## config.mk

```make
export PLATFORM = sky130hd
export DESIGN_NAME = pagewin_decoder
export DESIGN_NICKNAME = d
export VERILOG_FILES = /design/src/rtl/pagewin_pkg.sv /design/src/rtl/pagewin_sel.sv /design/src/rtl/pagewin_page.sv /design/src/rtl/pagewin_pulse.sv /design/src/rtl/pagewin_decoder.sv
export SDC_FILE = /design/constraint.sdc
export NUM_CORES = 1
export LEC_CHECK = 0
export BUFFER_PORTS_ARGS = -buffer_cell sky130_fd_sc_hd__buf_2
export CAP_MARGIN = 20
export CORE_ASPECT_RATIO = 1.2
export CORE_MARGIN = 2
export CORE_UTILIZATION = 58
export DETAILED_ROUTE_END_ITERATION = 10
export HOLD_SLACK_MARGIN = 0.12
export PLACE_DENSITY = 0.77
export SYNTH_ARGS = -nofsm -noshare
export SYNTH_HDL_FRONTEND = slang
export SYNTH_HIERARCHICAL = 1
export SYNTH_SLANG_ARGS = --single-unit
export TNS_END_PERCENT = 100
```

## constraint.sdc

```tcl
create_clock -name clk_i -period 2.3 [get_ports clk_i]
set_input_delay 0.46 -clock clk_i [delete_from_list [all_inputs] [get_ports clk_i]]
set_output_delay 0.46 -clock clk_i [all_outputs]
set_load 0.01 [all_outputs]
```

## src/rtl/pagewin_pkg.sv

```systemverilog
`timescale 1ns/1ps
package pagewin_pkg;
  localparam int unsigned ADDR_W = 7;   // A11..A5
  localparam int unsigned OFS_W  = 4;   // A8..A5
  localparam int unsigned SEL_W  = ADDR_W - OFS_W;
  localparam logic [SEL_W-1:0] SEL_MATCH = '1;

  typedef enum logic [OFS_W-1:0] {
    OFS_RAM  = 4'h0,
    OFS_INC  = 4'h1,
    OFS_HEAD = 4'h3,
    OFS_DRV  = 4'h4,
    OFS_CLR  = 4'h5
  } ofs_e;

  typedef struct packed {
    logic sel;
    logic ram;
    logic inc;
    logic clr;
    logic head;
    logic drv;
  } hit_t;

  function automatic int unsigned us_to_cycles(longint unsigned hz, longint unsigned us);
    longint unsigned n;
    n = (hz * us) / 64'd1_000_000;
    return (n == 0) ? 1 : int'(n);
  endfunction
endpackage

```

## src/rtl/pagewin_sel.sv

```systemverilog
`timescale 1ns/1ps
module pagewin_sel
  import pagewin_pkg::*;
(
  input  logic [ADDR_W-1:0] addr_i,
  input  logic              rom_en_ni,
  output hit_t              hit_o
);
  logic [SEL_W-1:0] sel_bits;
  logic [OFS_W-1:0] ofs;
  logic             sel;

  assign sel_bits = addr_i[ADDR_W-1 -: SEL_W];
  assign ofs      = addr_i[OFS_W-1:0];
  assign sel      = !rom_en_ni && (sel_bits == SEL_MATCH);

  always_comb begin
    hit_o      = '0;
    hit_o.sel  = sel;
    hit_o.ram  = sel && (ofs == OFS_RAM);
    hit_o.inc  = sel && (ofs == OFS_INC);
    hit_o.clr  = sel && (ofs == OFS_CLR);
    hit_o.head = sel && (ofs == OFS_HEAD);
    hit_o.drv  = sel && (ofs == OFS_DRV);
  end
endmodule

```

## src/rtl/pagewin_page.sv

```systemverilog
`timescale 1ns/1ps
module pagewin_page #(
  parameter int unsigned PAGE_W = 6
) (
  input  logic              clk_i,
  input  logic              rst_ni,
  input  logic              inc_i,
  input  logic              clr_i,
  output logic [PAGE_W-1:0] page_o
);
  logic [PAGE_W-1:0] page_q;

  always_ff @(posedge clk_i or negedge rst_ni) begin
    if (!rst_ni)    page_q <= '0;
    else if (clr_i) page_q <= '0;
    else if (inc_i) page_q <= page_q + PAGE_W'(1); // natural wrap
  end

  assign page_o = page_q;
endmodule

```

## src/rtl/pagewin_pulse.sv

```systemverilog
`timescale 1ns/1ps
module pagewin_pulse #(
  parameter int unsigned LEN = 16
) (
  input  logic clk_i,
  input  logic rst_ni,
  input  logic trig_i,
  output logic pulse_o
);
  localparam int unsigned CW = $clog2(LEN + 1);

  logic [CW-1:0] cnt_q;

  always_ff @(posedge clk_i or negedge rst_ni) begin
    if (!rst_ni)              cnt_q <= '0;
    else if (trig_i)          cnt_q <= CW'(LEN);   // restart on retrigger
    else if (cnt_q != '0)     cnt_q <= cnt_q - CW'(1);
  end

  assign pulse_o = (cnt_q != '0);
endmodule

```

## src/rtl/pagewin_decoder.sv

```systemverilog
`timescale 1ns/1ps
module pagewin_decoder
  import pagewin_pkg::*;
#(
  parameter longint unsigned CLK_HZ  = 64'd14_000_000,
  parameter longint unsigned HEAD_US = 64'd3000,
  parameter longint unsigned DRV_US  = 64'd500,
  parameter int unsigned     PAGE_W  = 6
) (
  input  logic              clk_i,
  input  logic              rst_ni,
  input  logic [ADDR_W-1:0] addr_i,
  input  logic              rom_en_ni,
  output logic              rom_en_no,
  output logic              ram_en_no,
  output logic [PAGE_W-1:0] ram_addr_o,
  output logic              head_sel_o,
  output logic              drive_en_o
);
  localparam int unsigned HEAD_LEN = us_to_cycles(CLK_HZ, HEAD_US);
  localparam int unsigned DRV_LEN  = us_to_cycles(CLK_HZ, DRV_US);
  localparam int unsigned N_PULSE  = 2;
  localparam int unsigned LENS [N_PULSE] = '{HEAD_LEN, DRV_LEN};

  hit_t               hit;
  logic [N_PULSE-1:0] trig;
  logic [N_PULSE-1:0] pulse;

  pagewin_sel u_sel (
    .addr_i    (addr_i),
    .rom_en_ni (rom_en_ni),
    .hit_o     (hit)
  );

  pagewin_page #(.PAGE_W(PAGE_W)) u_page (
    .clk_i  (clk_i),
    .rst_ni (rst_ni),
    .inc_i  (hit.inc),
    .clr_i  (hit.clr),
    .page_o (ram_addr_o)
  );

  assign trig = {hit.drv, hit.head};

  for (genvar g = 0; g < N_PULSE; g++) begin : g_pulse
    pagewin_pulse #(.LEN(LENS[g])) u_pulse (
      .clk_i   (clk_i),
      .rst_ni  (rst_ni),
      .trig_i  (trig[g]),
      .pulse_o (pulse[g])
    );
  end

  assign head_sel_o = pulse[0];
  assign drive_en_o = pulse[1];
  assign rom_en_no  = hit.sel ? 1'b1 : rom_en_ni;
  assign ram_en_no  = !hit.ram;
endmodule

```

==> impl_summary.log <==
[metrics] Non-Filler Instances: 270
[metrics] maximum number of pins on one net before global-route repair: 36
[metrics] register clock-pin slew on the reported worst setup and hold paths: 0.07 ns
[metrics] pre-CTS worst setup slack: 0.167 ns
[metrics] number of nets produced by synthesis: 216
[metrics] max_slew headroom: 49.7%
[metrics] overall routed net length: 4.02 mm
[metrics] vias per inst: 6.16
[metrics] Post-DRT Antenna Nets: 0
[metrics] max-slew violation total from the final report: 0
[metrics] grt total ovfl: 0
[metrics] final-report hold violation count: 0
[metrics] Total Neg Setup Slack: 0 ns
[metrics] area share of the largest cell type after synthesis: 43.3%
[metrics] 1st-iter DRT viols: 59
[metrics] leakage power figure: 0.000953 uW
[metrics] HPWL Detailed: 3.05 mm
[metrics] clock buffer count from CTS: 5
[metrics] synth top area cells: dfrtp_1 (43%), nor2_1 (4.1%), a21oi_1 (3.7%)
[metrics] starting density of the core: 60.6%
[metrics] total of buffers placed on input and output ports: 19
[metrics] Cells after Synth: 202
[metrics] yosys warns: 6
[metrics] Unique masters post-synth: 50
[metrics] clock tree from TritonCTS: yes
[metrics] storage element area: 876 um^2
[metrics] most frequent cell after synthesis: dfrtp_1
[metrics] required time of the worst setup path: 1.84 ns
[metrics] fill cell count: 271
[metrics] f_max: 466 MHz
[metrics] endpoint type of the worst setup path: primary output
[metrics] Placement Rows: 23
[metrics] number of global-route vias before repair: 1566
[metrics] root buf cell: clkbuf_8
[metrics] number of synthesized flops with an enable pin: 0
[metrics] Die Area: 0.00398 mm^2
[metrics] final setup fails: 0
[metrics] Placed Cells: 263
[metrics] share of synthesized area occupied by flip-flops and latches: 43.3%
[metrics] largest fanout on the critical path: 4
[metrics] share of the core filled with cells in the final layout: 68.9%
[metrics] length in cells of the worst reg-to-reg path: 6
[metrics] final period demand of the worst path: 2.15 ns
[metrics] launching point of the worst reg2reg path: g_pulse[1].u_pulse/cnt_q[0]
[metrics] capturing instance or port of the critical path: drive_en_o
[metrics] power density of the placed cells: 862 mW/mm^2
[metrics] Final WS setup: 0.153 ns
[metrics] RSZ-0062 raised after global routing: no
[metrics] Longest Clk Path Bufs: 2
[metrics] clock latency reported for the late side of the worst-skew pair: 0.28 ns
[metrics] Syn Std Cell Area: 0.00202 mm^2
[metrics] Post-CTS Repair Setup Buffers: 0
[metrics] area taken by multi-input logic gates: 0.00109 mm^2
[metrics] IR drop worst, VDD: 0.000711 V
[metrics] fraction of the cycle the final worst path needs: 93.4%
[metrics] number of optimization iterations in the first detailed-route pass: 6
[metrics] max capacitance violation total: 0
[metrics] post-synthesis cell type with the largest combined area: dfrtp_1
[metrics] net count of the finished layout: 247
[metrics] wire length of the first global-routing pass: 6.53 mm
[metrics] element type at the critical path start: flip-flop
[metrics] run status: completed
[metrics] GP Congestion: 0.864
[metrics] class of the tightest hold or removal check: input pin to async pin
[metrics] average cell area after synthesis: 10.0 um^2
[metrics] classification of the worst setup path: flip-flop to primary output
[metrics] Final Power: 1980 uW
[metrics] Die Span X: 57.9 um
[metrics] clock net sink count: 35
[metrics] fraction of final layout cells sized beyond drive strength 1: 23.6%
[metrics] remaining design rule violation count: 0
[metrics] Post-synth top cells: dfrtp_1 (35), nor2_1 (22), a21oi_1 (15)
[metrics] top-level port count: 20
[metrics] count of vias placed by the detailed router: 1664
[metrics] H-tree levels: 2
[metrics] number of register bits inferred by synthesis: 35
[metrics] Most used DFF post-synth: dfrtp_1
[metrics] final antenna diode count: 0
[metrics] proportion of register bits with asynchronous set or reset after synthesis: 100%
[metrics] overall track demand over capacity in global routing: 21.6%
[metrics] area growth from synthesis to layout: 13.5%
[metrics] final setup skew: 0.00566 ns
[metrics] transition time of the tightest slew-check pin: 0.755 ns
[metrics] Crit Reg-Reg Endpoint: g_pulse[1].u_pulse/cnt_q[10]
[metrics] number of antenna violations at the first check in global routing: 0
[metrics] Die Span Y: 68.7 um
[metrics] worst setup path start: g_pulse[1].u_pulse/cnt_q[0]
[metrics] data arrival time of the critical path: 1.69 ns
[metrics] core footprint: 0.00334 mm^2
[metrics] setup slack of the most critical reg-to-reg path: 0.28 ns
[metrics] routed length per placed instance: 14.9 um
==> cell families after synthesis <==
family	Yosys count	share of synthesized area, %
compound gates	36	12.4
xor+xnor	9	3.89
fa+ha+maj	4	2.47
buf+inv	13	3.65
flops	35	43.3
mux	6	3.15
simple gates	99	31.2
==> stage by stage <==
step           cell area [um^2]  hold WS, ns
2_1_floorplan              2020        0.164
3_3_place_gp               2200        0.501
3_5_place_dp               2200        0.520
4_1_cts                    2280        0.275
5_1_grt                    2300        0.303
6_report                   2300        0.245
==> cells in the final DEF, fill, tap and decap left out, types with 5 or more instances in the layout <==
cell type / instances
nor2b_1: 5
xnor2_1: 5
clkbuf_8: 6
a21oi_1: 15
dfrtp_1: 35
buf_2: 19
buf_4: 10
or4_1: 9
nand2b_1: 9
nor2_1: 22
or3_1: 6
inv_1: 8
o21ai_0: 7
nor4_1: 8
==> registers in the layout (all words and copies together) (netlist names) <==
| name | count |
|---|---|
| u_page/page_o | 6 |
| g_pulse.u_pulse/cnt_q | 29 |
==> power by group <==
group	total [uW]	leakage [uW]	internal (uW)	switching, uW
clock network	444	0.0000470	235	209
registers	986	0.000414	775	211
logic	552	0.000492	282	269
==> area by class of cell <==
type / instances / area share (%)
multi-input cells: 154 / 47.4
flip-flops and latches: 35 / 38.1
repair buffers: 29 / 7.40
clock buffers: 6 / 3.59
well taps: 37 / 2.01
inverters: 8 / 1.31
clock inverters: 1 / 0.218
==> layer usage <==
metal	up-vias	track usage [%]	part of all wire [%]
li1	809	-	-
met5	-	0	0
met1	827	22.1	40
met4	0	10.2	0.77
met2	24	40.3	56
met3	4	6.16	3.1
==> worst min-delay path by stage <==
stage,end,slack [ns],depth (start not counted)
floorplan,g_pulse[0].u_pulse/cnt_q[0],0.16,0
global placement,g_pulse[0].u_pulse/cnt_q[10],0.50,1
detailed placement,g_pulse[0].u_pulse/cnt_q[10],0.52,1
CTS,g_pulse[0].u_pulse/cnt_q[8],0.27,1
global route,g_pulse[1].u_pulse/cnt_q[2],0.30,1
finish,g_pulse[0].u_pulse/cnt_q[12],0.24,1
==> what timing repair did <==
item                                   CTS  global route
endpoints found under the hold margin    0             0
gates resized for setup                  0             3
hold buffers                             0             0
setup endpoints to repair                0             1
==> worst max-delay path: stages (launching register included) <==
cell and delay, ns:
dfrtp_1 0.40, inv_1 0.13, ha_2 0.21, nor4b_2 0.18
and4_1 0.25, inv_1 0.09, buf_2 0.15
Power figures use the tool's default switching activity.
